`src/rtl/wdog_pkg.sv`:
```
package wdog_pkg;

    typedef enum logic [1:0] {
        WD_OFF    = 2'd0,
        WD_AWAKE  = 2'd1,
        WD_ASLEEP = 2'd2
    } wd_state_e;

endpackage

```
`src/rtl/wdog_prescaler.sv`:
```
module wdog_prescaler #(
    parameter int PRE_STAGES = 7,
    localparam int SEL_W = $clog2(PRE_STAGES + 1)
) (
    input  logic             clk,
    input  logic             por_n,
    input  logic             run,
    input  logic             clear,
    input  logic             bypass,
    input  logic [SEL_W-1:0] sel,
    output logic             carry
);

    logic [PRE_STAGES-1:0] pcnt;
    logic [PRE_STAGES-1:0] mask;

    // terminal value is 2^sel - 1; >= guards against a ratio shrinking mid-count
    always_comb begin
        mask  = ~({PRE_STAGES{1'b1}} << sel);
        carry = run && (bypass || (pcnt >= mask));
    end

    always_ff @(posedge clk or negedge por_n) begin
        if (!por_n) begin
            pcnt <= '0;
        end else if (clear) begin
            pcnt <= '0;
        end else if (run && !bypass) begin
            if (carry) pcnt <= '0;
            else       pcnt <= pcnt + 1'b1;
        end
    end

endmodule

```
`src/rtl/wdog_counter.sv`:
```
module wdog_counter #(
    parameter int TIMEOUT_TICKS = 4096,
    localparam int CW = $clog2(TIMEOUT_TICKS)
) (
    input  logic clk,
    input  logic por_n,
    input  logic step,
    input  logic clear,
    output logic expire
);

    logic [CW-1:0] cnt;
    logic          at_top;

    assign at_top = (cnt == CW'(TIMEOUT_TICKS - 1));
    assign expire = step && at_top && !clear;

    always_ff @(posedge clk or negedge por_n) begin
        if (!por_n) begin
            cnt <= '0;
        end else if (clear || expire) begin
            cnt <= '0;
        end else if (step) begin
            cnt <= cnt + 1'b1;
        end
    end

endmodule

```
`src/rtl/wdog_ctrl.sv`:
```
module wdog_ctrl
    import wdog_pkg::*;
(
    input  logic      clk,
    input  logic      por_n,
    input  logic      warm_rst,
    input  logic      cfg_en,
    input  logic      sleep_cmd,
    input  logic      clr_cmd,
    input  logic      expire,
    output wd_state_e state,
    output logic      reset_req,
    output logic      wake_req,
    output logic      to_n
);

    wd_state_e nxt;

    always_comb begin
        nxt = state;
        if (warm_rst) begin
            nxt = cfg_en ? WD_AWAKE : WD_OFF;
        end else if (!cfg_en) begin
            nxt = WD_OFF;
        end else begin
            unique case (state)
                WD_OFF:    nxt = WD_AWAKE;
                WD_AWAKE:  if (sleep_cmd) nxt = WD_ASLEEP;
                WD_ASLEEP: if (expire)    nxt = WD_AWAKE;
                default:   nxt = WD_OFF;
            endcase
        end
    end

    // state register
    always_ff @(posedge clk or negedge por_n) begin
        if (!por_n) state <= WD_AWAKE;
        else        state <= nxt;
    end

    // outputs: request pulses and the sticky status flag
    always_ff @(posedge clk or negedge por_n) begin
        if (!por_n) begin
            reset_req <= 1'b0;
            wake_req  <= 1'b0;
            to_n      <= 1'b1;
        end else begin
            reset_req <= expire && (state == WD_AWAKE);
            wake_req  <= expire && (state == WD_ASLEEP);
            if (clr_cmd)     to_n <= 1'b1;
            else if (expire) to_n <= 1'b0;
        end
    end

endmodule

```
`src/rtl/wdog_timer.sv`:
```
module wdog_timer
    import wdog_pkg::*;
#(
    parameter int TIMEOUT_TICKS = 4096,
    parameter int PRE_STAGES    = 7,
    localparam int SEL_W = $clog2(PRE_STAGES + 1)
) (
    input  logic             clk,
    input  logic             por_n,
    input  logic             warm_rst,
    input  logic             tick,
    input  logic             cfg_en,
    input  logic             assign_wdt,
    input  logic [SEL_W-1:0] ratio_sel,
    input  logic             clr_cmd,
    input  logic             sleep_cmd,
    output logic             reset_req,
    output logic             wake_req,
    output logic             to_n
);

    wd_state_e state;
    logic      run;
    logic      carry;
    logic      expire;
    logic      cnt_clr;
    logic      pre_clr;

    assign run     = tick && cfg_en && (state != WD_OFF);
    assign cnt_clr = clr_cmd || sleep_cmd || warm_rst || !cfg_en;
    assign pre_clr = ((clr_cmd || sleep_cmd) && assign_wdt) || warm_rst || !cfg_en;

    wdog_prescaler #(.PRE_STAGES(PRE_STAGES)) u_pre (
        .clk    (clk),
        .por_n  (por_n),
        .run    (run),
        .clear  (pre_clr),
        .bypass (!assign_wdt),
        .sel    (ratio_sel),
        .carry  (carry)
    );

    wdog_counter #(.TIMEOUT_TICKS(TIMEOUT_TICKS)) u_cnt (
        .clk    (clk),
        .por_n  (por_n),
        .step   (carry),
        .clear  (cnt_clr),
        .expire (expire)
    );

    wdog_ctrl u_ctrl (
        .clk       (clk),
        .por_n     (por_n),
        .warm_rst  (warm_rst),
        .cfg_en    (cfg_en),
        .sleep_cmd (sleep_cmd),
        .clr_cmd   (clr_cmd),
        .expire    (expire),
        .state     (state),
        .reset_req (reset_req),
        .wake_req  (wake_req),
        .to_n      (to_n)
    );

endmodule

```
`config.mk`:
```
export PLATFORM = sky130hd
export DESIGN_NAME = wdog_timer
export DESIGN_NICKNAME = d
export VERILOG_FILES = /design/src/rtl/wdog_pkg.sv /design/src/rtl/wdog_prescaler.sv /design/src/rtl/wdog_counter.sv /design/src/rtl/wdog_ctrl.sv /design/src/rtl/wdog_timer.sv
export SDC_FILE = /design/constraint.sdc
export NUM_CORES = 1
export LEC_CHECK = 0
export ABC_AREA = 1
export BUFFER_PORTS_ARGS = -buffer_cell sky130_fd_sc_hd__buf_2
export CAP_MARGIN = 40
export CORE_UTILIZATION = 39
export CTS_CLUSTER_DIAMETER = 40
export CTS_CLUSTER_SIZE = 28
export DETAILED_ROUTE_END_ITERATION = 8
export PLACE_DENSITY_LB_ADDON = 0.1
export SKIP_LAST_GASP = 1
export SYNTH_ARGS = -nofsm -noshare
export SYNTH_HDL_FRONTEND = slang
export SYNTH_SLANG_ARGS = --single-unit
```
`constraint.sdc`:
```
create_clock -name clk -period 3.2 [get_ports clk]
set_input_delay 0.16 -clock clk [delete_from_list [all_inputs] [get_ports clk]]
set_output_delay 0.16 -clock clk [all_outputs]
set_load 0.01 [all_outputs]
```
==> reports/metrics.yaml <==
floorplanning:
  core_ar_um2: 4060
  dieArea_um2: 4530
  num_ports: 14
  fp-row-count: 23
  fp.dieH_um: 67.3
  die_width_um: 67.3
  floorplan.initialDensity: 0.410
setup_path:
  endpoint_kind: "flip-flop"
  cp-start-kind: "flip-flop"
  timing.critical_path.arrival_ps: 1910
  cell_by_cell_trace_of_the_critical_path: "ha_1 > nand2_1 > inv_1 > nand3_1 > nor2_2 > inv_1 > nand3_1 > o21ai_0"
  worstPathMaxFanout: 11
  cp_slowest_stage_delay_ps: 420
  setup.worst_path.class: "reg -> reg"
  cp_slowest_cell: "sky130_fd_sc_hd__dfrtp_1"
  critPathRequiredTime_ps: 3400
cells_and_area:
  syn2layout_area_growth_pct: 11.4
  layout_commonest_cell: "sky130_fd_sc_hd__inv_1"
  final_cell_count_no_fill: 289
  layout-drive-gt1-share: 0.134
  layout.nets: 260
  antenna_cells_inserted: 0
  post-route-cell-area_um2: 1850
  final.fill_count: 429
  layout.cells.most_common_list: "sky130_fd_sc_hd__inv_1, sky130_fd_sc_hd__nand2_1, sky130_fd_sc_hd__nor2_1, sky130_fd_sc_hd__dfrtp_1, sky130_fd_sc_hd__buf_2"
  multiInputGateArea_um2: 872
  regArea_um2: 603
run:
  cap_viol_max_count: 0
clock_tree:
  clock_buffer_count_from_cts: 3
  cts.htree.levels: 1
  tritoncts: "yes"
  ctsResizeCount: 0
  clock_path_buffers: 2
  clk_pin_slew_ps: 90
  library_cell_used_as_clock_root_buffer: "sky130_fd_sc_hd__clkbuf_8"
  clkSinkCount: 24
  insertion_delay_ps: 270
detailed_routing:
  final_antenna_net_count: 0
  route.vias.total: 1394
  initialDrtViolationCount: 78
  detail_route.wl_per_cell_um: 11.4
  routed_via_density: 4.82
  finalWirelength_um: 3310
  drtPass1Iterations: 4
  drc: 0
synthesis:
  yosys_most_used_dff: "sky130_fd_sc_hd__dfrtp_1"
  synthesis.area_per_instance_um2: 7.46
  sequential_to_total_area_share_from_yosys_stat: 0.363
  yosys_register_bits: 24
  synth.net_count: 243
  post_synth_instance_area_um2: 1660
  synth-warning-count: 0
  ys_types: 27
  synth-edff-count: 0
  syn_inst: 223
  postSynth.asyncResetShare: 1.00
place:
  detailedPlace.worstSlack_ps: 1460
  dpl_hpwl_um: 2550
  dpl_cell_area_um2: 1770
  numPlacedInstances: 284
  placement.io_buffers: 13
  gp_congestion: 0.807
sta:
  timing.final.ws_setup_ps: 1490
  slew_headroom: 0.643
  tightest_slew_ps: 535
  final.min_clock_period_ps: 1710
  final.setup.tns_ps: 0
  setup_viol_count_final: 0
  post-route-period-util: 0.536
  max_freq_mhz: 583
  finalHoldViolations: 0
  worst_clock_skew_ps: 5.57
  final-max-slew-violation-count: 0
  grt_setup_unrepaired: "false"
worst_hold_path:
  min_path_type: "in -> reg"
pwr:
  pwr_density_cell_nw_per_um2: 348
  vdd_drop_max_mv: 0.319
  leakage_nw: 0.907
  finalPower_mw: 0.645
global_route:
  grtUsageTotal: 0.166
  maximum_number_of_pins_on_one_net_before_global_route_repair: 25
  global_route_wire_length_before_repair_um: 5640
  via_count_of_the_first_global_routing_pass: 1286
  grt_overflow: 0
  grt_antenna_before_repair: 0
run_status:
  status: "completed"
-- final timing paths --
| check | cells after the start | end | slack (ps) | startpoint |
|---|---|---|---|---|
| worst max register to register | 8 | u_cnt.cnt[1] | 1490 | u_cnt.cnt[0] |
| worst min-delay path | 2 | u_ctrl.to_n | 80 | clr_cmd |
| max in group asynchronous | 2 | u_ctrl.state[0] | 2430 | por_n |
| worst min register to register | 2 | u_cnt.cnt[1] | 540 | u_cnt.cnt[1] |
| worst max-delay path | 8 | u_cnt.cnt[1] | 1490 | u_cnt.cnt[0] |
| min in group asynchronous | 2 | u_cnt.cnt[4] | 390 | por_n |
-- power breakdown --
group	internal, mW	switching (mW)
sequential	0.309	0.00391
clock	0.167	0.101
combinational	0.0218	0.0419
-- metrics by stage --
step | hold slack, ps | util
6_report | 79.3 | 0.457
5_1_grt | 81.6 | 0.457
4_1_cts | 73.3 | 0.457
3_5_place_dp | 186 | 0.437
3_3_place_gp | 187 | 0.437
2_1_floorplan | -136 | -
-- what timing repair did --
item	in CTS	in global routing
hold buffers	1	0
buffers inserted	0	0
endpoints found under the hold margin	22	0
-- worst max-delay path: cells and delay by family, from the launching register on --
kind | cells | cell delay, ps
AOI/OAI and AO/OA | 1 | 170
and+or+nand+nor | 4 | 430
adders and majority gates | 1 | 280
buffers and inverters | 2 | 320
DFF | 1 | 420
-- cell families (layout without fill, tap and decap cells) --
logic type	Yosys count	in the layout	share of synthesized area
fa+ha+maj	9	9	0.0677
compound gates	29	29	0.102
buf+inv	46	62	0.113
flops	24	24	0.363
xor+xnor	8	8	0.0421
simple gates	107	107	0.312
-- layout make-up --
| type | instances | share of cell area |
|---|---|---|
| sequential | 24 | 0.325 |
| clock buffer | 3 | 0.0223 |
| timing repair buffer | 15 | 0.0446 |
| inverter | 43 | 0.0871 |
| multi-input combinational | 153 | 0.471 |
| tap | 50 | 0.0338 |
| clock inverter | 1 | 0.0162 |
-- Yosys cell counts, types with 2 or more instances --
master                     count  area (um2)
sky130_fd_sc_hd__a21oi_1       9        45.0
sky130_fd_sc_hd__buf_4         2        15.0
sky130_fd_sc_hd__dfrtp_1      22         551
sky130_fd_sc_hd__dfstp_2       2        52.6
sky130_fd_sc_hd__ha_1          9         113
sky130_fd_sc_hd__inv_1        43         161
sky130_fd_sc_hd__nand2_1      40         150
sky130_fd_sc_hd__nand2_2       2        12.5
sky130_fd_sc_hd__nand2_4       3        33.8
sky130_fd_sc_hd__nand3_1      11        55.1
sky130_fd_sc_hd__nand3b_1      2        15.0
sky130_fd_sc_hd__nand4_1      12        75.1
sky130_fd_sc_hd__nor2_1       25        93.8
sky130_fd_sc_hd__nor2_2        2        12.5
sky130_fd_sc_hd__nor2_4        2        22.5
sky130_fd_sc_hd__nor3_1        6        30.0
sky130_fd_sc_hd__o211ai_1      2        15.0
sky130_fd_sc_hd__o21ai_0       9        45.0
sky130_fd_sc_hd__o21ai_1       4        20.0
sky130_fd_sc_hd__o22ai_1       2        12.5
sky130_fd_sc_hd__xor2_1        8        70.1
-- state kept, by name, indices dropped and copies added, names as in the netlist --
signal,flops
u_cnt.cnt,12
u_pre.pcnt,7
u_ctrl.reset_req,1
u_ctrl.to_n,1
u_ctrl.wake_req,1
u_ctrl.state,2
-- routing by layer --
metal / vias up / track usage / wire length (um) / share of wire
li1: 746 / - / - / -
met1: 628 / 0.204 / 1590 / 0.48
met2: 18 / 0.296 / 1600 / 0.48
met3: 2 / 0.0405 / 97 / 0.029
met4: 0 / 0.0293 / 20 / 0.0060
met5: - / 0 / 0 / 0
Power figures use the tool's default switching activity.
